--- src/rtl/cmo_pkg.sv ---
package cmo_pkg;

  typedef enum logic [1:0] {
    OP_EVICT_ALL  = 2'd0,
    OP_INVAL_ALL  = 2'd1,
    OP_EVICT_LINE = 2'd2,
    OP_INVAL_LINE = 2'd3
  } cmoOp_t;

  // register byte offsets
  localparam logic [7:0] OFS_CTRL      = 8'h0C;
  localparam logic [7:0] OFS_EVICT_ADR = 8'h10;
  localparam logic [7:0] OFS_INVAL_ADR = 8'h14;
  localparam logic [7:0] OFS_BUSY      = 8'h18;

  // control word bit positions
  localparam int BIT_EV_REQ  = 0;
  localparam int BIT_EV_STS  = 4;
  localparam int BIT_INV_REQ = 16;
  localparam int BIT_INV_STS = 20;
  localparam int BIT_HOLD    = 24;

  // strobes from control to datapath
  typedef struct packed {
    logic   capEvict;
    logic   capInval;
    logic   issue;
    cmoOp_t op;
  } ctlStrobe_t;

  // state exposed by control for readback
  typedef struct packed {
    logic evReq;
    logic evSts;
    logic invReq;
    logic invSts;
    logic holdEn;
    logic lineBusy;
  } ctlStatus_t;

endpackage

--- src/rtl/cmo_control.sv ---
module cmo_control
  import cmo_pkg::*;
#(
  parameter int REG_AW = 8
) (
  input  logic              clk,
  input  logic              rstN,
  input  logic              regWrEn,
  input  logic [REG_AW-1:0] regWrAddr,
  input  logic              wrEvReqBit,
  input  logic              wrInvReqBit,
  input  logic              wrHoldBit,
  input  logic              cmdDone,
  output ctlStrobe_t        strobe,
  output ctlStatus_t        status,
  output logic              cmdValid,
  output cmoOp_t            cmdOp,
  output logic              txnHold
);

  logic evReq, evSts, invReq, invSts, holdEn;
  logic linePend, lineRun, lineIsInval;
  logic outstanding, cmdValidQ;
  cmoOp_t curOp, cmdOpQ, issueOp;

  logic wrCtrl, wrEvAdr, wrInvAdr, busy;
  logic acceptEv, acceptInv, issue, doneNow, issueLine;

  always_comb begin
    wrCtrl    = regWrEn && (regWrAddr == REG_AW'(OFS_CTRL));
    wrEvAdr   = regWrEn && (regWrAddr == REG_AW'(OFS_EVICT_ADR));
    wrInvAdr  = regWrEn && (regWrAddr == REG_AW'(OFS_INVAL_ADR));
    busy      = linePend || lineRun;
    acceptEv  = wrEvAdr && !busy;
    acceptInv = wrInvAdr && !busy;
    doneNow   = cmdDone && outstanding;
    issue     = !outstanding && (evReq || invReq || linePend);
    if (evReq)            issueOp = OP_EVICT_ALL;
    else if (invReq)      issueOp = OP_INVAL_ALL;
    else if (lineIsInval) issueOp = OP_INVAL_LINE;
    else                  issueOp = OP_EVICT_LINE;
    issueLine = issue && !evReq && !invReq;
  end

  always_ff @(posedge clk) begin
    if (!rstN) begin
      evReq       <= 1'b0;
      evSts       <= 1'b0;
      invReq      <= 1'b1;
      invSts      <= 1'b0;
      holdEn      <= 1'b0;
      linePend    <= 1'b0;
      lineRun     <= 1'b0;
      lineIsInval <= 1'b0;
      outstanding <= 1'b0;
      cmdValidQ   <= 1'b0;
      curOp       <= OP_EVICT_ALL;
      cmdOpQ      <= OP_EVICT_ALL;
    end else begin
      cmdValidQ <= issue;
      if (issue) begin
        cmdOpQ      <= issueOp;
        curOp       <= issueOp;
        outstanding <= 1'b1;
      end else if (doneNow) begin
        outstanding <= 1'b0;
      end

      // evict-all request and status
      if (issue && issueOp == OP_EVICT_ALL) evSts <= 1'b1;
      else if (doneNow && curOp == OP_EVICT_ALL) evSts <= 1'b0;
      if (wrCtrl && wrEvReqBit) evReq <= 1'b1;
      else if (doneNow && curOp == OP_EVICT_ALL) evReq <= 1'b0;

      // invalidate-all request and status
      if (issue && issueOp == OP_INVAL_ALL) invSts <= 1'b1;
      else if (doneNow && curOp == OP_INVAL_ALL) invSts <= 1'b0;
      if (wrCtrl && wrInvReqBit) invReq <= 1'b1;
      else if (doneNow && curOp == OP_INVAL_ALL) invReq <= 1'b0;

      if (wrCtrl) holdEn <= wrHoldBit;

      // single-line tracking
      if (acceptEv || acceptInv) begin
        linePend    <= 1'b1;
        lineIsInval <= acceptInv;
      end else if (issueLine) begin
        linePend <= 1'b0;
      end
      if (issueLine) lineRun <= 1'b1;
      else if (doneNow && (curOp == OP_EVICT_LINE || curOp == OP_INVAL_LINE)) lineRun <= 1'b0;
    end
  end

  assign strobe.capEvict = acceptEv;
  assign strobe.capInval = acceptInv;
  assign strobe.issue    = issue;
  assign strobe.op       = issueOp;

  assign status.evReq    = evReq;
  assign status.evSts    = evSts;
  assign status.invReq   = invReq;
  assign status.invSts   = invSts;
  assign status.holdEn   = holdEn;
  assign status.lineBusy = busy;

  assign cmdValid = cmdValidQ;
  assign cmdOp    = cmdOpQ;
  assign txnHold  = holdEn && (evReq || invReq);

endmodule

--- src/rtl/cmo_datapath.sv ---
module cmo_datapath
  import cmo_pkg::*;
#(
  parameter int REG_AW = 8,
  parameter int DATA_W = 32,
  parameter int LINE_W = 32
) (
  input  logic              clk,
  input  logic              rstN,
  input  logic [LINE_W-1:0] wrLineAddr,
  input  logic [REG_AW-1:0] regRdAddr,
  input  ctlStrobe_t        strobe,
  input  ctlStatus_t        status,
  output logic [DATA_W-1:0] regRdData,
  output logic [LINE_W-1:0] cmdAddr
);

  localparam int NUM_KIND = 2;  // 0: evict, 1: invalidate

  logic [LINE_W-1:0] addrQ [NUM_KIND];
  logic [NUM_KIND-1:0] capVec;
  logic [LINE_W-1:0] cmdAddrQ;

  assign capVec = {strobe.capInval, strobe.capEvict};

  for (genvar k = 0; k < NUM_KIND; k++) begin : g_lineAddr
    always_ff @(posedge clk) begin
      if (!rstN)          addrQ[k] <= '0;
      else if (capVec[k]) addrQ[k] <= wrLineAddr;
    end
  end

  always_ff @(posedge clk) begin
    if (!rstN) cmdAddrQ <= '0;
    else if (strobe.issue) begin
      case (strobe.op)
        OP_EVICT_LINE: cmdAddrQ <= addrQ[0];
        OP_INVAL_LINE: cmdAddrQ <= addrQ[1];
        default:       cmdAddrQ <= '0;
      endcase
    end
  end

  assign cmdAddr = cmdAddrQ;

  always_comb begin
    regRdData = '0;
    case (regRdAddr)
      REG_AW'(OFS_CTRL): begin
        regRdData[BIT_EV_REQ]  = status.evReq;
        regRdData[BIT_EV_STS]  = status.evSts;
        regRdData[BIT_INV_REQ] = status.invReq;
        regRdData[BIT_INV_STS] = status.invSts;
        regRdData[BIT_HOLD]    = status.holdEn;
      end
      REG_AW'(OFS_EVICT_ADR): regRdData = DATA_W'(addrQ[0]);
      REG_AW'(OFS_INVAL_ADR): regRdData = DATA_W'(addrQ[1]);
      REG_AW'(OFS_BUSY):      regRdData[0] = status.lineBusy;
      default:                regRdData = '0;
    endcase
  end

endmodule

--- src/rtl/cache_maint_ctrl.sv ---
module cache_maint_ctrl
  import cmo_pkg::*;
#(
  parameter int REG_AW = 8,
  parameter int DATA_W = 32,
  parameter int LINE_W = 32
) (
  input  logic              clk,
  input  logic              rstN,
  input  logic              regWrEn,
  input  logic [REG_AW-1:0] regWrAddr,
  input  logic [DATA_W-1:0] regWrData,
  input  logic [REG_AW-1:0] regRdAddr,
  output logic [DATA_W-1:0] regRdData,
  output logic              cmdValid,
  output logic [1:0]        cmdOp,
  output logic [LINE_W-1:0] cmdAddr,
  input  logic              cmdDone,
  output logic              txnHold
);

  ctlStrobe_t ctlStb;
  ctlStatus_t ctlSts;
  cmoOp_t     opEnum;

  cmo_control #(.REG_AW(REG_AW)) u_control (
    .clk        (clk),
    .rstN       (rstN),
    .regWrEn    (regWrEn),
    .regWrAddr  (regWrAddr),
    .wrEvReqBit (regWrData[BIT_EV_REQ]),
    .wrInvReqBit(regWrData[BIT_INV_REQ]),
    .wrHoldBit  (regWrData[BIT_HOLD]),
    .cmdDone    (cmdDone),
    .strobe     (ctlStb),
    .status     (ctlSts),
    .cmdValid   (cmdValid),
    .cmdOp      (opEnum),
    .txnHold    (txnHold)
  );

  cmo_datapath #(.REG_AW(REG_AW), .DATA_W(DATA_W), .LINE_W(LINE_W)) u_datapath (
    .clk       (clk),
    .rstN      (rstN),
    .wrLineAddr(regWrData[LINE_W-1:0]),
    .regRdAddr (regRdAddr),
    .strobe    (ctlStb),
    .status    (ctlSts),
    .regRdData (regRdData),
    .cmdAddr   (cmdAddr)
  );

  assign cmdOp = opEnum;

endmodule

--- config.mk ---
export PLATFORM = sky130hd
export DESIGN_NAME = cache_maint_ctrl
export DESIGN_NICKNAME = d
export VERILOG_FILES = /design/src/rtl/cmo_pkg.sv /design/src/rtl/cmo_control.sv /design/src/rtl/cmo_datapath.sv /design/src/rtl/cache_maint_ctrl.sv
export SDC_FILE = /design/constraint.sdc
export NUM_CORES = 1
export LEC_CHECK = 0
export BUFFER_PORTS_ARGS = -buffer_cell sky130_fd_sc_hd__buf_2
export CAP_MARGIN = 0
export CELL_PAD_IN_SITES_DETAIL_PLACEMENT = 0
export CELL_PAD_IN_SITES_GLOBAL_PLACEMENT = 2
export CORE_MARGIN = 5
export CORE_UTILIZATION = 31
export CTS_BUF_LIST = sky130_fd_sc_hd__clkbuf_16
export CTS_CLUSTER_SIZE = 28
export DETAILED_ROUTE_END_ITERATION = 8
export MAX_ROUTING_LAYER = met4
export PLACE_DENSITY_LB_ADDON = 0.1
export SETUP_SLACK_MARGIN = 0.3
export SYNTH_ARGS = -nofsm -noshare
export SYNTH_HDL_FRONTEND = slang
export SYNTH_SLANG_ARGS = --single-unit
export TNS_END_PERCENT = 20
--- constraint.sdc ---
create_clock -name clk -period 4.4 [get_ports clk]
set_clock_uncertainty 0.15 [all_clocks]
set_input_delay 0.88 -clock clk [delete_from_list [all_inputs] [get_ports clk]]
set_output_delay 0.88 -clock clk [all_outputs]
set_load 0.1 [all_outputs]
Word-level counts from Yosys, hierarchy flattened --
Memory sizes are Yosys's and may differ from the RTL's. Cells that the tools add are included.
Word-level totals: flip-flop bits (word level) 44, memory bits (writable) 64, input bits 52, output and inout bits 68, logic and storage cells 98, memories kept 1
Cells by class: eq/ne operators 13, muxes and demuxes 34, bitwise logic cells 3, reduce and logical (&&, ||, !) cells 35
Memories:
- u_datapath.addrQ | depth 2, bits a word 32, read ports 2, clocked after memory_dff 0, wr ports 2, RTL line cmo_datapath.sv:20 | logic [LINE_W-1:0] addrQ [NUM_KIND];
Operator list (count):
- $mux 32 | 2
- $pmux 32 s2 | 1
- $eq 8x5->1 const B | 5
- $pmux 11 s2 | 1
- $mux 1 | 19
- $pmux 3 s2 | 3
- $logic_and 1x1->1 | 17
- $eq 8x4->1 const B | 2
- $pmux 7 s2 | 1
- $pmux 1 s3 | 4
- $reduce_bool 2->1 | 6
- $eq 2x2->1 const B | 4
- $logic_or 1x1->1 | 5
- $eq 2x1->1 const B | 2
- $logic_not 1->1 | 4
- $logic_not 2->1 | 2
- $mux 2 | 2
- $pmux 1 s4 | 1
- $or 1x1->1 | 2
- $reduce_or 2->1 | 1
- $not 1->1 | 1

Longest topological paths before layout --
word-level depth 7, mapped depth 5

Hierarchy --
A second synthesis with hierarchy kept.
Second synthesis, totals: cell total of the unflattened synthesis 473, area, all modules 5212.5 µm²
Modules (own cells, without submodules):
- cmo_datapath | instances 1, cells each 401, area an instance 4575.6 µm², seq. area each 2562.5 µm²
- cmo_control | instances 1, cells each 72, area an instance 636.9 µm², seq. area each 240.2 µm²

Least setup slack after synthesis --
Ideal clock, no wire load.
path kind in2reg, start input regWrAddr[5], end memory u_datapath.addrQ[0][0] (enable), setup time 466 ps, arrival time 3712 ps, data required time 3784 ps, path slack 72 ps, stages 3, path buffers 0, cells stage by stage nor3_1 -> nand3_1 -> o21ai_0
RTL lines:
- start: declaration | RTL line cache_maint_ctrl.sv:11 | input logic [REG_AW-1:0] regWrAddr,
- end: declaration | RTL line cmo_datapath.sv:20

Final worst setup path --
start input regRdAddr[2], end output regRdData[21]
On the way: longest elaborated chain between the ends 2
Ends and longest elaborated chain:
- start: declaration | RTL line cache_maint_ctrl.sv:13 | input logic [REG_AW-1:0] regRdAddr,
- $eq 8x5->1 | RTL line cmo_datapath.sv:48 | case (regRdAddr)
- $pmux 3 s2 (*) | RTL line cmo_datapath.sv:48
- end: declaration | RTL line cache_maint_ctrl.sv:14 | output logic [DATA_W-1:0] regRdData,
Every way passes the cells marked *; elsewhere a longest branch is shown, timed or not.

==> flow_summary.json <==
{
  "fillCellCount": 1570,
  "rows": 46,
  "syn-cell-area_um2": 5040,
  "cts_root_buffer": "clkbuf_16",
  "clock_latency_ns": 0.35,
  "critPathMaxFanout": 15,
  "regMostFlops": "u_datapath.addrQ",
  "syn-num-nets": 498,
  "drt_pass1_iterations": 4,
  "fmax_mhz": 261,
  "multi_input_area_um2": 2050,
  "drt-total-wl_mm": 14.8,
  "critical_path_class": "input pin to primary output",
  "syn_inst": 446,
  "hp-class": "flip-flop to flip-flop",
  "h-tree-depth": 3,
  "nets": 598,
  "path_cells": "buf_2 -> or4_4 -> nor2_4 -> buf_4 -> a22o_1 -> buf_12",
  "rsz0062_at_grt": "no",
  "area_growth_pct": 29.4,
  "synth_flop_cell": "edfxtp_1",
  "ant_nets": 0,
  "status": "completed",
  "ir_worst_vdd_uv": 194,
  "wire_per_inst_um": 19.2,
  "final_area_um2": 6520,
  "cp_slowest_cell": "or4_4",
  "vias": 3867,
  "synth.distinct_cells": 41,
  "timing.rr.start": "u_control.linePend$_SDFFE_PN0P_",
  "hp-start": "u_datapath.cmdAddr[8]$_SDFFE_PN0P_",
  "setup_violations": 0,
  "powerDensity_nw_per_um2": 318,
  "ys_ff_latch": 108,
  "clk_pin_slew_ns": 0.07,
  "tightest_slew_ns": 1.22,
  "cts_hold_buf": 0,
  "finalCritPeriodShare_pct": 87.2,
  "synth_top_area_share_pct": 38.1,
  "post_cts_resized": 0,
  "crit_start": "regRdAddr[2]",
  "drv_slew": 0,
  "placed_cell_area_um2": 6230,
  "antenna_found_initial": 4,
  "cts_setup_buffers": 0,
  "drv_cap": 0,
  "clockBufferDepth": 2,
  "grt_pass1_vias": 3967,
  "synth_edf_count": 64,
  "drive_above_1_share_pct": 27.8,
  "cp_slowest_stage_delay_ns": 0.55,
  "drt_iter0_markers": 219,
  "drc": 0,
  "core_area_um2": 15900,
  "arrival_ns": 2.81,
  "cp-start-kind": "input pin",
  "leakage_nw": 2.43,
  "track_usage_pct": 16.5,
  "tritoncts": "yes",
  "avgViaCountPerCell": 5.02,
  "finalCriticalPeriod_ns": 3.84,
  "end_kind": "primary output",
  "grt_max_degree": 77,
  "floorplan.initialDensity_pct": 31.6,
  "async_flop_share_pct": 0,
  "grt-ovfl-total": 0,
  "dieArea_um2": 18900,
  "finalHoldViolCount": 0,
  "cts_buffers": 9,
  "portBuffers": 119,
  "place.gp.congestion": 0.749,
  "tns_ns": 0,
  "hpwl_mm": 9.50,
  "yosys_warnings": 0,
  "avgSynthCellArea_um2": 11.3,
  "die_y_um": 138,
  "boundaryPins": 120,
  "grt_pass1_wl_mm": 22.8,
  "numClockSinks": 108,
  "relSlewSlack_pct": 18.5,
  "yosysTopAreaCell": "edfxtp_1",
  "synth.area.top_cells": "edfxtp_1 (38%), dfxtp_1 (17%), and2_1 (7.9%), mux2i_1 (7.5%), or4_1 (4.8%)",
  "fp.dieW_um": 138,
  "regArea_um2": 2810,
  "yosysSeqAreaShare_pct": 55.6,
  "largest_register_ffs": 64,
  "worstPathRequired_ns": 3.37
}
==> power by group <==
part           switching [mW]  leakage [nW]  internal (mW)
Sequential             0.0314          1.02           1.09
Clock                   0.364         0.146          0.435
Combinational           0.106          1.27         0.0442
==> cells in the mapped netlist (2+ instances only) <==
library cell,n
edfxtp_1,64
or4_1,32
inv_1,2
nor2b_1,3
buf_6,4
and2_1,64
nor3_1,6
nor2_1,5
mux2i_1,38
and4_1,4
buf_2,6
nand3_1,3
nand2_1,9
o21ai_0,37
o2bb2ai_1,5
nand4b_1,2
a21oi_1,39
nand2b_1,2
dfxtp_1,44
nor3b_1,2
a22o_1,27
buf_4,2
clkbuf_1,28
==> placed cells by master, fill, tap and decap left out, types with 2 or more instances in the layout <==
| cell | netlist | routed |
|---|---|---|
| a22o_1 | 27 | 27 |
| buf_12 | 0 | 28 |
| diode_2 | 0 | 4 |
| buf_2 | 6 | 91 |
| nand4b_1 | 2 | 2 |
| a21oi_1 | 39 | 39 |
| o2bb2ai_1 | 5 | 5 |
| nor3b_1 | 2 | 2 |
| and4_1 | 4 | 4 |
| mux2i_1 | 38 | 38 |
| dfxtp_2 | 0 | 2 |
| clkinv_1 | 1 | 3 |
| clkbuf_16 | 0 | 9 |
| nor2_1 | 5 | 5 |
| o21ai_0 | 37 | 36 |
| buf_4 | 2 | 10 |
| nand3_1 | 3 | 3 |
| nor3_1 | 6 | 6 |
| nor2b_1 | 3 | 3 |
| nand2b_1 | 2 | 2 |
| edfxtp_1 | 64 | 64 |
| inv_1 | 2 | 3 |
| or4_1 | 32 | 32 |
| dfxtp_1 | 44 | 42 |
| and2_1 | 64 | 64 |
| nand2_1 | 9 | 8 |
==> cell type report <==
type | instances | share of cell area [%]
flip-flops and latches | 108 | 43.0
repair buffers | 129 | 16.7
multi-input cells | 295 | 31.5
clock buffers | 9 | 3.45
inverters | 3 | 0.173
clock inverters | 7 | 0.901
well taps | 216 | 4.14
diodes | 4 | 0.153
==> final timing paths <==
| kind | to | slack [ns] | cells past startpoint |
|---|---|---|---|
| setup / recovery | regRdData[21] | 0.56 | 6 |
| hold / removal | u_datapath.cmdAddr[8]$_SDFFE_PN0P_ | 0.32 | 2 |
| setup reg to reg | u_datapath.addrQ[0][10]$_SDFFCE_PN0P_ | 1.87 | 4 |
| hold reg to reg | u_datapath.cmdAddr[8]$_SDFFE_PN0P_ | 0.32 | 2 |
==> logic make-up (layout without fill, tap and decap cells) <==
logic type	Yosys count	in the layout	share of synthesized area, %
buffers and inverters	43	148	4.10
other	0	4	0
AOI/OAI and AO/OA	113	113	13.9
DFF	108	108	55.6
and+or+nand+nor	143	143	18.6
muxes	39	39	7.77
==> worst max-delay path: cells and delay by family <==
family	cells	cell delay, ns
AO/OA/AOI/OAI	1	0.23
buffers and inverters	3	0.65
AND/OR/NAND/NOR	2	1.02
==> routing by layer <==
metal	vias up	track usage, %	part of all wire (%)
li1	1884	-	-
met1	1884	21.4	46
met2	84	25.6	47
met3	15	3.83	4.9
met4	0	5.49	1.6
met5	-	-	0
==> stage by stage <==
step | setup slack, ns | utilization, % | instances | total power, mW | hold slack (ns)
floorplan | 0.579 | - | 446 | 1.24 | 0.294
global placement | 0.570 | 39.1 | 751 | 1.30 | 0.304
detailed placement | 0.556 | 39.1 | 751 | 1.30 | 0.313
CTS | 0.538 | 40.9 | 767 | 2.10 | 0.322
global route | 0.451 | 40.9 | 771 | 2.15 | 0.338
finish | 0.561 | 40.9 | 771 | 2.08 | 0.317
Power figures use the tool's default switching activity.
